`config.mk`:
```
export PLATFORM = sky130hd
export DESIGN_NAME = hall_commutator
export DESIGN_NICKNAME = d
export VERILOG_FILES = /design/src/rtl/hc_pkg.sv /design/src/rtl/hc_sync.sv /design/src/rtl/hc_decode.sv /design/src/rtl/hc_gate.sv /design/src/rtl/hall_commutator.sv
export SDC_FILE = /design/constraint.sdc
export NUM_CORES = 1
export LEC_CHECK = 0
export ABC_AREA = 0
export BUFFER_PORTS_ARGS = -buffer_cell sky130_fd_sc_hd__buf_4
export CAP_MARGIN = 5
export CORE_AREA = 5 5 42 44
export DETAILED_ROUTE_END_ITERATION = 8
export DIE_AREA = 0 0 47 49
export REMOVE_ABC_BUFFERS = 1
export SLEW_MARGIN = 20
export SYNTH_ARGS = -nofsm -noshare
export SYNTH_HDL_FRONTEND = slang
export SYNTH_SLANG_ARGS = --single-unit
```
`constraint.sdc`:
```
create_clock -name clk -period 1 [get_ports clk]
set_input_delay 0.05 -clock clk [delete_from_list [all_inputs] [get_ports clk]]
set_output_delay 0.05 -clock clk [all_outputs]
set_load 0.05 [all_outputs]
```
`src/rtl/hc_pkg.sv`:
```
package hc_pkg;
   localparam int unsigned NPH = 3;
   typedef logic [NPH-1:0] phase_vec_t;
endpackage

```
`src/rtl/hc_sync.sv`:
```
module hc_sync #(
   parameter int unsigned STAGES = 2,
   parameter int unsigned WIDTH  = 3
) (
   input  logic             clk,
   input  logic             rst_n,
   input  logic [WIDTH-1:0] d_async,
   output logic [WIDTH-1:0] q_sync
);
   generate
      if (STAGES < 2) begin : g_bad_depth
         $error("hc_sync: STAGES must be at least 2");
      end
   endgenerate

   logic [WIDTH-1:0] chain [STAGES];

   always_ff @(posedge clk or negedge rst_n) begin
      if (!rst_n) begin
         for (int s = 0; s < STAGES; s++) chain[s] <= '0;
      end else begin
         chain[0] <= d_async;
         for (int s = 1; s < STAGES; s++) chain[s] <= chain[s-1];
      end
   end

   assign q_sync = chain[STAGES-1];
endmodule

```
`src/rtl/hc_decode.sv`:
```
module hc_decode
   import hc_pkg::*;
(
   input  phase_vec_t code,
   input  logic       rev,
   output phase_vec_t hi_sel,
   output phase_vec_t lo_sel,
   output logic       bad_code
);
   phase_vec_t fwd_hi;
   phase_vec_t fwd_lo;

   genvar p;
   generate
      for (p = 0; p < NPH; p++) begin : g_phase
         localparam int unsigned NXT = (p + 1) % NPH;
         assign fwd_hi[p] =  code[p] & ~code[NXT];
         assign fwd_lo[p] = ~code[p] &  code[NXT];
      end
   endgenerate

   assign bad_code = (&code) | ~(|code);
   assign hi_sel   = rev ? fwd_lo : fwd_hi;
   assign lo_sel   = rev ? fwd_hi : fwd_lo;
endmodule

```
`src/rtl/hc_gate.sv`:
```
module hc_gate
   import hc_pkg::*;
(
   input  logic       clk,
   input  logic       rst_n,
   input  phase_vec_t hi_sel,
   input  phase_vec_t lo_sel,
   input  logic       bad_code,
   input  logic       pwm_on,
   input  logic       ocp_off,
   input  logic       lock_off,
   input  logic       fault_off,
   input  logic       tach_src,
   output phase_vec_t upper_n,
   output phase_vec_t lower,
   output logic       tach
);
   logic all_off;
   logic low_cut;

   assign all_off = fault_off | bad_code;
   assign low_cut = ~pwm_on | ocp_off | lock_off;

   always_ff @(posedge clk or negedge rst_n) begin
      if (!rst_n) begin
         upper_n <= '1;
         lower   <= '0;
         tach    <= 1'b0;
      end else begin
         tach <= tach_src;
         if (all_off) begin
            upper_n <= '1;
            lower   <= '0;
         end else begin
            upper_n <= ~hi_sel;
            lower   <= low_cut ? '0 : lo_sel;
         end
      end
   end

   assert_fault_off_R5: assert property (@(posedge clk) disable iff (!rst_n)
      fault_off |=> (upper_n == '1 && lower == '0));
   assert_bad_code_off_R4: assert property (@(posedge clk) disable iff (!rst_n)
      bad_code |=> (upper_n == '1 && lower == '0));
   assert_pwm_cut_R6: assert property (@(posedge clk) disable iff (!rst_n)
      !pwm_on |=> (lower == '0));
   assert_ocp_cut_R7: assert property (@(posedge clk) disable iff (!rst_n)
      ocp_off |=> (lower == '0));
   assert_lock_cut_R8: assert property (@(posedge clk) disable iff (!rst_n)
      lock_off |=> (lower == '0));
   assert_one_arm_R9: assert property (@(posedge clk) disable iff (!rst_n)
      ($onehot0(~upper_n) && $onehot0(lower) && ((~upper_n & lower) == '0)));
endmodule

```
`src/rtl/hall_commutator.sv`:
```
module hall_commutator #(
   parameter int unsigned SYNC_STAGES = 2,
   parameter int unsigned TACH_BIT    = 0
) (
   input  logic       clk,
   input  logic       rst_n,
   input  logic [2:0] hall_in,
   input  logic       dir_rev,
   input  logic       pwm_on,
   input  logic       ocp_off,
   input  logic       lock_off,
   input  logic       fault_off,
   output logic [2:0] upper_n,
   output logic [2:0] lower,
   output logic       tach
);
   import hc_pkg::*;

   generate
      if (TACH_BIT >= NPH) begin : g_bad_tach
         $error("hall_commutator: TACH_BIT out of range");
      end
   endgenerate

   phase_vec_t hall_s;
   phase_vec_t hi_sel;
   phase_vec_t lo_sel;
   logic       bad_code;

   hc_sync #(.STAGES(SYNC_STAGES), .WIDTH(NPH)) u_sync (
      .clk(clk), .rst_n(rst_n), .d_async(hall_in), .q_sync(hall_s)
   );

   hc_decode u_decode (
      .code(hall_s), .rev(dir_rev),
      .hi_sel(hi_sel), .lo_sel(lo_sel), .bad_code(bad_code)
   );

   hc_gate u_gate (
      .clk(clk), .rst_n(rst_n),
      .hi_sel(hi_sel), .lo_sel(lo_sel), .bad_code(bad_code),
      .pwm_on(pwm_on), .ocp_off(ocp_off), .lock_off(lock_off),
      .fault_off(fault_off), .tach_src(hall_s[TACH_BIT]),
      .upper_n(upper_n), .lower(lower), .tach(tach)
   );

   assert_tach_follow_R11: assert property (@(posedge clk) disable iff (!rst_n)
      1'b1 |=> (tach == $past(hall_s[TACH_BIT])));
endmodule

```
=== Word level (Yosys, flattened, before mapping) ===
Cells that the tools add are included.
W data, S select, Z words.

* Register bits after elaboration: 13
* Bits of input ports: 10
* Output and inout port bits: 7
* Word-level logic and storage cells: 28

* Muxes and demuxes: 5
* Bitwise gates (word level): 16
* Reductions and logical operators: 2

{| class="wikitable"
|+ Operators with widths
! cell !! count
|-
| $mux W3 || 5
|-
| $and A1 B1 Y1 || 6
|-
| $not A1 Y1 || 5
|-
| $or A1 B1 Y1 || 4
|-
| $not A3 Y3 || 1
|-
| $reduce_and A3 Y1 || 1
|-
| $reduce_or A3 Y1 || 1
|}

=== Longest topological paths before layout ===
* Depth in word-level cells: 5
* Gate-level depth with buffers: 3
* Mapped depth without buffers: 2

=== Hierarchy ===
From an unflattened synthesis, not the netlist that was laid out.

* Cells, all modules: 45
* Area, all modules: 531.8 sq um

{| class="wikitable"
|+ Modules (own cells, without submodules)
! module !! times used !! cells each !! area each (sq um) !! sequential area each (sq um)
|-
| hc_gate || 1 || 19 || 236.5 || 178.9
|-
| hc_sync || 1 || 9 || 172.7 || 150.1
|-
| hc_decode || 1 || 17 || 122.6 || 0.0
|}

=== Worst setup path after synthesis ===
No wires, ideal clock.

* Path kind: register to register
* From: register u_sync.chain, in the netlist u_sync.q_sync[0]
* To: register u_gate.upper_n[2]
* Library setup time: 0.077 ns
* Arrival time: 0.975 ns
* Data required time: 0.923 ns
* Setup slack: -0.052 ns
* Stages on the path, launching flop included: 3
* Path buffers: 0
* Period minus slack after synthesis: 1.052 ns
* Path through: dfrtp_1 or3b_1 a21o_2

* Cells in the longest elaborated chain, start to end: 5
* Elaborated cells on any way between the ends: 11
* Classes of those cells: 2 x mux; 7 x bitwise; 2 x reduce/logical

{| class="wikitable"
|+ RTL lines
! element !! line !! text
|-
| from (decl) || hc_sync.sv:16 || <nowiki>logic [WIDTH-1:0] chain [STAGES];</nowiki>
|-
| $reduce_or A3 Y1 / $not A1 Y1 (equally long branches) || hc_decode.sv:22, hc_decode.sv:17 ||
|-
| $not A1 Y1 / $and A1 B1 Y1 (equally long branches) || hc_decode.sv:22, hc_decode.sv:17 ||
|-
| $or A1 B1 Y1 / $mux W3 (equally long branches) || hc_decode.sv:22, hc_decode.sv:23 ||
|-
| $or A1 B1 Y1 / $not A3 Y3 (equally long branches) || hc_gate.sv:21, hc_gate.sv:35 ||
|-
| $mux W3 * || hc_gate.sv:31 || <nowiki>if (all_off) begin</nowiki>
|-
| to (signal assigned) || hc_gate.sv:35 || <nowiki>upper_n <= ~hi_sel;</nowiki>
|-
| to (decl) || hc_gate.sv:14 || <nowiki>output phase_vec_t upper_n,</nowiki>
|}

Mark *: on every way between the ends. The rest lies on a longest branch, timed or not.

=== Worst setup path after layout ===
Ends and elaborated chain as after synthesis.

==> results by group <==
Final layout
  • Area grow syn2layout: 53.01%
  • Share of layout cells above drive strength 1: between 50% and 60%
  • Most common cell after layout, fill and taps aside: buf_4
  • Most frequent cells in the layout: 15 x buf_4, 7 x dfrtp_1, 6 x nand3b_1, 6 x or3b_1, 5 x dlygate4sd3_1
  • Finished Layout Cells: between 70 and 80
  • Final net count: between 70 and 80
  • Final core utilization: a little over half
  • Non-Filler Cell Area, Final: 762.0 sq um
  • Ant. Diodes: 0

Worst setup path
  • Top delay family on crit path: flip-flops
  • Critical path buffers and inverters: 0
  • CP Class: reg2reg
  • CP Max Fanout: 7
  • Critical path endpoint category: register
  • Critical path's slowest cell: dfrtp_2
  • Worst Path Arrival: around 1.3 ns
  • CP Data Required Time: approximately 1.2 ns
  • Max incr delay on CP: between 0.4 and 0.5 ns
  • Startpoint types: register
  • Crit-path cells: or3b_1 -> a21o_2

Global route
  • GR Util met1: under 10%
  • GRT Util Overall: between 10% and 20%
  • Global-route wire length before repair: 1752 um
  • Overflow after GRT: 0
  • Largest net degree at the start of global routing: 14
  • Grt met3 use: 2.583%
  • Vias in the first global route: approximately 400
  • GRT met2 Usage: 19.23%
  • Global routing's busiest layer: met2
  • Initial antenna violation count: 0

Clock network
  • TritonCTS clock tree: done
  • Bufs on Longest Clock Path: 2
  • CTS buffer count: 3
  • CTS Sinks: 13
  • Root Driver: clkbuf_4
  • Htree depth: 1
  • Clock transition at path regs: 0.08 ns
  • Clock latency on the worst-skew pair: 0.27 ns

Route
  • Post-route ant nets: 0
  • DR vias/cell: 4.816
  • Drt initial violations: 0
  • Via count: approximately 370
  • Routed WL per cell: about 12 um
  • Drt total wl: between 900 and 1000 um
  • TritonRoute pass-1 iters: 1
  • DRC: 0

Placed design
  • Post-Place Cells: 65
  • Dpl cell area: approximately 640 sq um
  • GP Congestion: around 0.69
  • Hpwl dp: around 700 um
  • Port Buffers: 16
  • Dpl ws: -0.1130 ns

STA
  • Final Skew: between 0.006 and 0.007 ns
  • Final Hold Fails: 0
  • # setup viols final: 4
  • Slew Viols, Final: 0
  • Fin worst setup slack: -0.06780 ns
  • Final Cycle Share: 106.8%
  • Max Freq: 936.5 MHz
  • RSZ-0062 raised after global routing: true
  • Worst Max-Slew Pin Slew: 0.1635 ns
  • Minimum clock period: approximately 1.1 ns
  • Slew headroom: 89.10%

Job
  • Max Cap Viol: 0

Floorplanning
  • # rows: 14
  • Die ar.: about 2300 sq um
  • Top-level port count: 17
  • Core region area: 1401 sq um
  • Initial Utilization: between 30% and 40%
  • Die Ht: about 50 um
  • DIE WIDTH: roughly 47 um

Yosys
  • Synthesized area: between 400 and 500 sq um
  • Register area share after synthesis: approximately 66%
  • Synthesized area per cell: around 15 sq um
  • Post-Synthesis Cells: 33
  • Post-synthesis register bit count: 13
  • Yosys top cell area share: between 50% and 60%
  • Yosys warns: 0
  • Area leader, netlist: dfrtp_1
  • Top cells by area, synth: dfrtp_1 50%, dfstp_2 16%, or3b_1 11%
  • Unique masters post-synth: 8

Run status
  • Failing checks: setup timing
  • Status: finished, violations left

Power
  • IR drop worst, VDD: 0.7061 mV
  • Pleak: 0.0003305 uW
  • Power Density: about 1400 nW/um^2

Worst hold path
  • Min-Delay Path Class: in2reg
## power by group
part	total, uW	leakage [uW]	internal, uW	switching (uW)
sequential	567	0.000152	552	15.3
clock	315	0.0000150	154	161
combinational	154	0.000164	82.7	71.4
## worst min-delay path, cell delays in order
cell and delay [ns]:
buf_4 0.08, or4b_4 0.13, a21oi_2 0.03
## path summary, 6_finish.rpt
path	startpoint	to	slack (ns)	depth (start not counted)
min in group asynchronous	rst_n	u_gate.lower[2]	0.16	2
worst min register to register	u_sync.chain[4]	u_sync.q_sync[1]	0.35	0
worst max register to register	u_sync.q_sync[0]	u_gate.upper_n[2]	-0.07	2
worst min-delay path	ocp_off	u_gate.lower[1]	0.04	3
worst max-delay path	u_sync.q_sync[0]	u_gate.upper_n[2]	-0.07	2
max in group asynchronous	rst_n	u_gate.upper_n[1]	0.60	2
## what timing repair did
action                                  CTS  global route
resized for setup                         7             3
endpoints found under the hold margin    19             0
hold buffers                              5             0
endpoints found under the setup margin    9             9
setup buffers                             3             0
gates cloned                              0             0
pin swaps                                 8             2
## cell families after synthesis
| family | count (synthesis) | synth area share, % |
|---|---|---|
| AO/OA/AOI/OAI | 6 | 10.55 |
| flip-flops | 13 | 66.08 |
| AND/OR/NAND/NOR | 13 | 22.36 |
| buffers and inverters | 1 | 1.004 |
## sequential cells by signal (all words and copies together), names as in the netlist
signal / count
u_sync.chain: 3
u_sync.q_sync: 3
u_gate.upper_n: 3
u_gate.tach: 1
u_gate.lower: 3
## metal layers
metal | part of all wire (%) | routed length [um] | vias up
li1 | - | - | 178
met1 | 31 | 294 | 172
met2 | 55 | 519 | 14
met3 | 11 | 100 | 2
met4 | 2.5 | 23 | 0
met5 | 0 | 0 | -
## per-stage QoR
| stage | hold WS, ns | setup TNS, ns | power [uW] |
|---|---|---|---|
| floorplan | -0.2456 | -0.1150 | 632.3 |
| global placement | -0.1039 | -0.2443 | 695.5 |
| detailed placement | -0.09864 | -0.3642 | 699.2 |
| CTS | 0.03288 | -0.3138 | 1061 |
| global route | 0.04197 | -0.5291 | 1095 |
| finish | 0.04269 | -0.2062 | 1037 |
## cells in the mapped netlist (all sizes together)
library cell	n
dfrtp	10
nand3b	6
or3b	6
a21o	3
a21oi	3
dfstp	3
buf	1
or4b	1
## final cells by class
class / count / area (sq um)
Multi-Input combinational cell: 19 / 163.9
Tap cell: 16 / 20.02
Sequential cell: 13 / 332.8
Clock buffer: 4 / 26.28
Timing Repair Buffer: 24 / 219.0
Fill cell: 118 / 639.4
No activity file was read; power rests on OpenSTA's default activity.
